<file path="src/rtl/wp_pkg.sv">
package wp_pkg;
  typedef enum logic [2:0] {
    OP_PROG    = 3'd0,
    OP_PWRITE  = 3'd1,
    OP_PERASE  = 3'd2,
    OP_SSERASE = 3'd3,
    OP_SERASE  = 3'd4,
    OP_BULK    = 3'd5
  } wp_op_e;

  localparam int LK_RD_W = 8;
endpackage

</file>
<file path="src/rtl/wp_bp_decode.sv">
module wp_bp_decode #(
  parameter int NUM_SECT = 32
) (
  input  logic [2:0]          bp,
  output logic [NUM_SECT-1:0] prot_mask
);
  for (genvar s = 0; s < NUM_SECT; s++) begin : g_sect
    always_comb begin
      int span;
      span = 0;
      if (bp >= 3'd6)       span = NUM_SECT;
      else if (bp != 3'd0)  span = 1 << (int'(bp) - 1);
      prot_mask[s] = (s >= NUM_SECT - span);
    end
  end

  // covers: R2 - an all-clear code shields nothing
  always_comb begin
    if (bp == 3'd0) assert (prot_mask == '0);
  end
endmodule

</file>
<file path="src/rtl/wp_lock_file.sv">
module wp_lock_file #(
  parameter int NUM_SECT = 32,
  parameter int SEL_W    = 5
) (
  input  logic                  clk,
  input  logic                  rst_n,
  input  logic                  we,
  input  logic [SEL_W-1:0]      wsel,
  input  logic [1:0]            wdata,
  input  logic [SEL_W-1:0]      rsel,
  output logic [NUM_SECT-1:0]   wl_vec,
  output logic [NUM_SECT-1:0]   ld_vec,
  output logic [wp_pkg::LK_RD_W-1:0] rdata
);
  for (genvar s = 0; s < NUM_SECT; s++) begin : g_reg
    logic hit;
    assign hit = we && (wsel == SEL_W'(s)) && !ld_vec[s];
    always_ff @(posedge clk or negedge rst_n) begin
      if (!rst_n) begin
        wl_vec[s] <= 1'b0;
        ld_vec[s] <= 1'b0;
      end else if (hit) begin
        wl_vec[s] <= wdata[0];
        ld_vec[s] <= wdata[1];
      end
    end

    p_frozen_r7: assert property (@(posedge clk) disable iff (!rst_n)
      ld_vec[s] |=> ld_vec[s] && $stable(wl_vec[s]));
  end

  assign rdata = {{(wp_pkg::LK_RD_W-2){1'b0}}, ld_vec[rsel], wl_vec[rsel]};

  p_load_r6: assert property (@(posedge clk) disable iff (!rst_n)
    (we && !ld_vec[wsel]) |=> wl_vec[$past(wsel)] == $past(wdata[0]));
endmodule

</file>
<file path="src/rtl/wp_sector_guard.sv">
module wp_sector_guard #(
  parameter int ADDR_W   = 21,
  parameter int SECT_LSB = 16
) (
  input  logic                        clk,
  input  logic                        rst_n,
  input  logic [2:0]                  bp,
  input  logic                        req_valid,
  output logic                        req_ready,
  input  logic [2:0]                  req_op,
  input  logic [ADDR_W-1:0]           req_addr,
  output logic                        rsp_valid,
  input  logic                        rsp_ready,
  output logic                        rsp_allow,
  input  logic                        lk_we,
  input  logic [ADDR_W-SECT_LSB-1:0]  lk_wsel,
  input  logic [1:0]                  lk_wdata,
  input  logic [ADDR_W-SECT_LSB-1:0]  lk_rsel,
  output logic [7:0]                  lk_rdata
);
  import wp_pkg::*;
  localparam int SEL_W    = ADDR_W - SECT_LSB;
  localparam int NUM_SECT = 1 << SEL_W;

  logic [NUM_SECT-1:0] prot_mask, wl_vec, ld_vec;
  logic [SEL_W-1:0]    sect;
  logic                acc, verdict;
  wp_op_e              op;

  wp_bp_decode #(.NUM_SECT(NUM_SECT)) u_dec (.bp(bp), .prot_mask(prot_mask));

  wp_lock_file #(.NUM_SECT(NUM_SECT), .SEL_W(SEL_W)) u_locks (
    .clk(clk), .rst_n(rst_n), .we(lk_we), .wsel(lk_wsel), .wdata(lk_wdata),
    .rsel(lk_rsel), .wl_vec(wl_vec), .ld_vec(ld_vec), .rdata(lk_rdata));

  assign sect      = req_addr[ADDR_W-1:SECT_LSB];
  assign op        = wp_op_e'(req_op);
  assign req_ready = !rsp_valid || rsp_ready;
  assign acc       = req_valid && req_ready;

  always_comb begin
    unique case (op)
      OP_PROG, OP_PWRITE, OP_PERASE, OP_SSERASE, OP_SERASE:
        verdict = !prot_mask[sect] && !wl_vec[sect];
      OP_BULK: verdict = (bp == 3'd0);
      default: verdict = 1'b0;
    endcase
  end

  always_ff @(posedge clk or negedge rst_n) begin
    if (!rst_n) begin
      rsp_valid <= 1'b0;
      rsp_allow <= 1'b0;
    end else if (acc) begin
      rsp_valid <= 1'b1;
      rsp_allow <= verdict;
    end else if (rsp_ready) begin
      rsp_valid <= 1'b0;
    end
  end

  p_hold_r10: assert property (@(posedge clk) disable iff (!rst_n)
    (rsp_valid && !rsp_ready) |=> rsp_valid && $stable(rsp_allow));
  p_resp_due_r10: assert property (@(posedge clk) disable iff (!rst_n)
    acc |=> rsp_valid);
  p_bulk_gate_r3: assert property (@(posedge clk) disable iff (!rst_n)
    (acc && req_op == 3'd5 && bp != 3'd0) |=> !rsp_allow);
  p_lock_deny_r4: assert property (@(posedge clk) disable iff (!rst_n)
    (acc && req_op < 3'd5 && wl_vec[sect]) |=> !rsp_allow);
  p_bp_deny_r2: assert property (@(posedge clk) disable iff (!rst_n)
    (acc && req_op < 3'd5 && prot_mask[sect]) |=> !rsp_allow);
  p_reserved_r11: assert property (@(posedge clk) disable iff (!rst_n)
    (acc && req_op > 3'd5) |=> !rsp_allow);
endmodule

</file>
<file path="config.mk">
export PLATFORM = sky130hd
export DESIGN_NAME = wp_sector_guard
export DESIGN_NICKNAME = d
export VERILOG_FILES = /design/src/rtl/wp_pkg.sv /design/src/rtl/wp_bp_decode.sv /design/src/rtl/wp_lock_file.sv /design/src/rtl/wp_sector_guard.sv
export SDC_FILE = /design/constraint.sdc
export NUM_CORES = 1
export LEC_CHECK = 0
export ABC_AREA = 1
export BUFFER_PORTS_ARGS = -buffer_cell sky130_fd_sc_hd__buf_2
export CAP_MARGIN = 10
export CORE_ASPECT_RATIO = 2
export CORE_UTILIZATION = 37
export CTS_CLUSTER_DIAMETER = 40
export CTS_CLUSTER_SIZE = 16
export DETAILED_ROUTE_END_ITERATION = 7
export PLACE_DENSITY = 0.56
export SETUP_SLACK_MARGIN = 0.4
export SLEW_MARGIN = 20
export SYNTH_ARGS = -nofsm -noshare
export SYNTH_HDL_FRONTEND = slang
export SYNTH_HIERARCHICAL = 1
export SYNTH_SLANG_ARGS = --single-unit
export TNS_END_PERCENT = 5
</file>
<file path="constraint.sdc">
create_clock -name clk -period 1.2 [get_ports clk]
set_input_delay 0.12 -clock clk [delete_from_list [all_inputs] [get_ports clk]]
set_output_delay 0.12 -clock clk [all_outputs]
set_load 0.1 [all_outputs]
</file>
### Yosys cells after proc, flatten, opt, wreduce, memory -nomap -nowiden

Index checks and enable logic that the tools add are counted.

* $add $sub $neg: 2
* order comparisons: 35
* equality and inequality tests: 36
* shift-type cells: 1
* mux-type cells: 13
* reductions and logical operators: 108

Operators with widths (count)
* $ge 6x32->1 const A: 16
* $ge 5x32->1 const A: 8
* $ge 4x32->1 const A: 4
* $eq 5x5->1 const B: 16
* $logic_and 1x1->1: 66
* $ge 3x32->1 const A: 2
* $mux 32: 2
* $eq 5x4->1 const B: 8
* $logic_not 1->1: 35
* $ge 1x32->1 const A: 1
* $ge 2x32->1 const A: 1
* $shl 1x32->32 const A: 1
* $sub 7x32->32 const A: 1
* $bmux 1 s5: 4
* $eq 5x3->1 const B: 4
* $lt 5x6->1 const B: 2
* $eq 5x2->1 const B: 2
* $eq 3x2->1 const B: 2
* $eq 3x3->1 const B: 2
* $logic_not 3->1: 2
* $mux 1: 6
* $eq 5x1->1 const B: 1
* $logic_not 5->1: 1
* $reduce_or 5->1: 1
* 7 further kinds: 7

* flip-flop bits (word level): 66
* output and inout bits: 11
* logic and storage cells: 261

### Logic depth before layout (Yosys ltp)

* depth after elaboration: 11
* mapped depth: 27
* gate-level depth less buffers: 27

### Cells and area by module

Netlist, hierarchy kept.

By module, submodules not included
* wp_lock_file: times used 1, cells each 427, area each 3283.1 sq um, seq. area each 1601.5 sq um
* wp_bp_decode: times used 1, cells each 164, area each 883.3 sq um, seq. area each 0.0 sq um
* wp_sector_guard: times used 1, cells each 144, area each 690.7 sq um, seq. area each 50.0 sq um

### Worst setup path before layout

No wires, ideal clock.

* path type: input to register
* start point: input bp[0]
* end point: register rsp_allow
* arrival time: 2.555 ns
* data required time: 1.124 ns
* path slack: -1.431 ns
* cell stages on the path: 26
* buffers on the path: 1
* cell sequence: inv_1 ha_1 inv_1 nand2_1 nand2_2 nor2_2 nand3_1 ha_1 nand2_1 inv_1 nand2_2 nand2_4 nand2_4 inv_4 nor2_8 buf_8 nand2_1 nor2_1 nand2_1 nand3_1 nand3_1 nand3_1 nand3b_1 nand2_1 nand2_1 a21oi_2

* cells in the longest elaborated chain, start to end: 11
* elaborated cells on any way between the ends: 45
* classes of those cells: 2 x add/sub; 33 x order compare; 1 x shift; 5 x mux; 4 x reduce/logical

RTL lines
* start: declaration: line wp_sector_guard.sv:7 `input logic [2:0] bp,`
* $sub 3x1->4: line wp_bp_decode.sv:12 `else if (bp != 3'd0) span = 1 << (int'(bp) - 1);`
* $shl 1x32->32: line wp_bp_decode.sv:12
* $mux 32: line wp_bp_decode.sv:12
* $mux 32 *: line wp_bp_decode.sv:11 `if (bp >= 3'd6) span = NUM_SECT;`
* $sub 7x32->32 *: line wp_bp_decode.sv:13 `prot_mask[s] = (s >= NUM_SECT - span);`
* $ge 6x32->1 *: line wp_bp_decode.sv:13
* via prot_mask[16]: line wp_sector_guard.sv:25 `logic [NUM_SECT-1:0] prot_mask, wl_vec, ld_vec;`
* $bmux 1 s5 *: line wp_sector_guard.sv:44 `verdict = !prot_mask[sect] && !wl_vec[sect];`
* $mux 1 (not written as such) *: line wp_sector_guard.sv:44
* $logic_not 1->1 *: line wp_sector_guard.sv:44
* $logic_and 1x1->1 *: line wp_sector_guard.sv:44
* $pmux 1 s2 *: line wp_sector_guard.sv:42 `unique case (op)`
* end signal: assignment: line wp_sector_guard.sv:56 `rsp_allow <= verdict;`
* end: declaration: line wp_sector_guard.sv:14 `output logic rsp_allow,`

The timed path passes the listed nets; every way through them passes the cells marked *. The select of a mux whose other input is x is not followed.
A chain may end at the register's enable or synchronous reset.

### Final worst setup path

* start point: input bp[1]
* end point: register rsp_allow

* cells in the longest elaborated chain, start to end: 11
* elaborated cells on any way between the ends: 45
* classes of those cells: 2 x add/sub; 33 x order compare; 1 x shift; 5 x mux; 4 x reduce/logical

RTL lines (line)
* $sub 3x1->4: wp_bp_decode.sv:12
* $shl 1x32->32: wp_bp_decode.sv:12
* $mux 32: wp_bp_decode.sv:12
* $mux 32 *: wp_bp_decode.sv:11
* $sub 7x32->32 *: wp_bp_decode.sv:13
* $ge 5x32->1 *: wp_bp_decode.sv:13
* via prot_mask[9]: wp_sector_guard.sv:25
* $bmux 1 s5 *: wp_sector_guard.sv:44
* $mux 1 (not written as such) *: wp_sector_guard.sv:44
* $logic_not 1->1 *: wp_sector_guard.sv:44
* $logic_and 1x1->1 *: wp_sector_guard.sv:44
* $pmux 1 s2 *: wp_sector_guard.sv:42

Marked as above.

==> impl_metrics.ini <==
[worst_setup_path]
r2r-start = u_locks/wl_vec[20]$_DFFE_PN0P_
critPathMaxStageDelay_ns = 0.27
end_kind = register
reg2reg_depth = 11
crit_family = simple AND/OR/NAND/NOR gates
critPathRequiredTime_ns = 1.46
crit_fanout = 5
arrival_ns = 2.59
worst-setup-path-type = input pin to register
worstPathCellList = buf_8, buf_6, ha_4, nand2_2, nand2_2, nor2_4, nand3_4, buf_4, buf_4, ha_4, nand2_1, nand2_1, nand2_1, nand2_1, nor2_1, nand2_1, nand3_1, nand3_1, nand3_2, nand3_2, nand2_2, nand2_2, a21oi_2
cp.buffers_inverters = 4
r2r-end = rsp_allow$_DFFE_PN0P_
rrSetupSlack_ns = -0.29
crit_path_start_kind = input pin
crit_top_cell = nand2_1
crit_slowest_cell = ha_4

[power_and_ir_drop]
totalPowerFinal_mw = 7.28
p_leak_nw = 3.38
ir_worst_vdd_mv = 1.07
p_per_area_nw_per_um2 = 992

[sta]
rsz0062_at_grt = true
holdWs_ns = 0.0420
fin_crit_sh_pct = 195
fin_ws_ns = -1.13
period_minus_slack_ns = 2.33
finClkSkew_ns = 0.00735
hold_viol = 0
setup_viol = 4
finalMaxSlewViolations = 0
tns_ns = -2.01
clock.fmax_mhz = 428

[outcome]
violations = negative setup slack
status = finished, violations left

[grt]
grt_overflow = 0
antenna_found_initial = 0
grt_util_all_layers_pct = 26.7
grt_start_max_net_pins = 44
grt_pass1_vias = 5465
grt_pass1_wl_um = 27700

[routing]
wl_per_cell_um = 17.7
drc = 0
first_pass_iters = 4
routed_via_density = 5.26
via_count = 5349
drt_iter0_drc = 166
antenna_left = 0
routed_wl_um = 18000

[placed_design]
gp_congestion = 0.968
hpwl_um = 12600
portBuffers = 32

[die]
die_w_um = 83.0
die_area_um2 = 13600
core_um2 = 12700
die_h_um = 164
rows = 58
pin_count = 55
initial_utilization_pct = 38.2

[cells_and_area]
antenna_cells = 0
nets = 913
area_growth_pct = 51.1
n_fill_cell = 1191
drive_gt1_share_pct = 46.3

[yosys]
synth_cell_types = 34
synth_area_per_cell_um2 = 6.61
yosysSeqAreaShare_pct = 34.0
yosys_warnings = 6
ys_ff_latch = 66
postSynthCellCount = 735
synth_area_um2 = 4860

[clock_tree]
cts_max_level = 3
clk_latency_ns = 0.33
cts.sinks = 66
cts-root-buf = clkbuf_16
clockBufferDepth = 2
cts_buffers = 9
path_clk_slew_ns = 0.06
cts_tree = done

[hold_path]
worst_hold_path.num_cells = 3
hold_start = req_valid
worstHoldPathType = input pin to register
hold_end = rsp_valid$_DFFE_PN0P_

[run]
maxCapViolations = 0
-- worst reg2reg max path, delay by kind of cell (launching register included) --
kind,cells,cell delay [ns]
AOI/OAI and AO/OA,1,0.11
and+or+nand+nor,7,0.54
DFF,1,0.40
buffers and inverters,3,0.37
-- state kept, by name (all words and copies together) (netlist names) --
signal	cells
rsp_valid	1
u_locks/wl_vec	32
u_locks/ld_vec	32
rsp_allow	1
-- how the worst max path moves through the flow --
stage	startpoint	endpoint	slack, ns	depth (start not counted)
5_1_grt	bp[1]	rsp_allow$_DFFE_PN0P_	-1.24	26
3_3_place_gp	bp[0]	rsp_allow$_DFFE_PN0P_	-1.70	24
6_report	bp[1]	rsp_allow$_DFFE_PN0P_	-1.13	23
4_1_cts	bp[1]	rsp_allow$_DFFE_PN0P_	-1.16	26
3_5_place_dp	bp[0]	rsp_allow$_DFFE_PN0P_	-1.74	24
2_1_floorplan	bp[0]	rsp_allow$_DFFE_PN0P_	-1.30	25
-- cells by family after synthesis --
kind of cell    share of synthesized area (%)
flops                                    34.0
other cells                            0.0772
buf+inv                                  14.2
compound gates                           9.40
simple gates                             40.2
fa+ha+maj                                2.06
-- per-layer routing --
metal	wire length, um	share of wire (%)	up-vias	global-route usage, %
li1	-	-	2580	-
met2	9840	55	184	49.8
met3	633	3.5	93	3.52
met1	5820	32	2492	24.9
met5	0	0	-	0
met4	1710	9.5	0	24.1
-- final cells by class --
cell class                 count  area (um^2)  share of cell area, %
multi-input combinational    536         3420                   46.6
inverter                     106          448                   6.10
clock inverter                 6         65.1                  0.886
timing repair buffer         142         1330                   18.1
tap                          150          188                   2.56
sequential                    66         1660                   22.6
clock buffer                  10          239                   3.26
-- stage by stage --
step	utilization, %	setup WS [ns]	instance area [um^2]	instances
floorplan	-	-1.30	4900	740
CTS	52.5	-1.16	6660	1007
global route	57.8	-1.24	7340	1016
global placement	45.0	-1.70	5720	962
finish	57.8	-1.13	7340	1016
detailed placement	45.0	-1.74	5720	962
-- report_power, final --
group	switching (mW)	leakage [nW]	internal (mW)
registers	0.0109	0.745	2.24
clock network	0.987	0.149	1.67
logic	1.49	2.49	0.894
-- cells in the final DEF, fill, tap and decap left out, types with 6 or more instances in the layout --
| cell type | synthesis | final |
|---|---|---|
| buf_6 | 12 | 27 |
| buf_12 | 1 | 15 |
| nor2_4 | 2 | 18 |
| conb_1 | 1 | 6 |
| nand3_2 | 1 | 56 |
| nor2_2 | 12 | 20 |
| nand3_4 | 0 | 15 |
| nand2_1 | 216 | 185 |
| buf_2 | 3 | 25 |
| buf_4 | 9 | 71 |
| dfrtp_1 | 66 | 63 |
| inv_4 | 1 | 8 |
| inv_1 | 98 | 58 |
| nand3_1 | 125 | 55 |
| nor2_1 | 54 | 31 |
| nand2_2 | 13 | 36 |
| nand2_4 | 5 | 13 |
| inv_2 | 5 | 36 |
| o21ai_1 | 5 | 48 |
| o21ai_2 | 1 | 22 |
| o21ai_0 | 72 | 8 |
| clkbuf_16 | 0 | 10 |
-- cells in the mapped netlist (all sizes together) --
cell type | n | area share, %
nand2 | 234 | 20
nand3 | 126 | 13
inv | 106 | 8.5
o21ai | 79 | 8.4
nor2 | 69 | 6.6
dfrtp | 66 | 34
buf | 26 | 5.2
ha | 8 | 2.1
clkbuf | 7 | 0.54
a21oi | 5 | 0.82
nand3b | 4 | 0.62
nand4 | 2 | 0.26
a31oi | 1 | 0.13
conb | 1 | 0.077
nor4 | 1 | 0.13
-- timing repair --
item                                    CTS  global route
endpoints found under the hold margin    66             0
buffers inserted                         26             9
gates resized for setup                 132           215
pin swaps                                44            85
endpoints found under the setup margin   52            71
hold buffers                              1             0
cloned                                    2             0
Note: power is estimated with default switching activity, not from simulation.
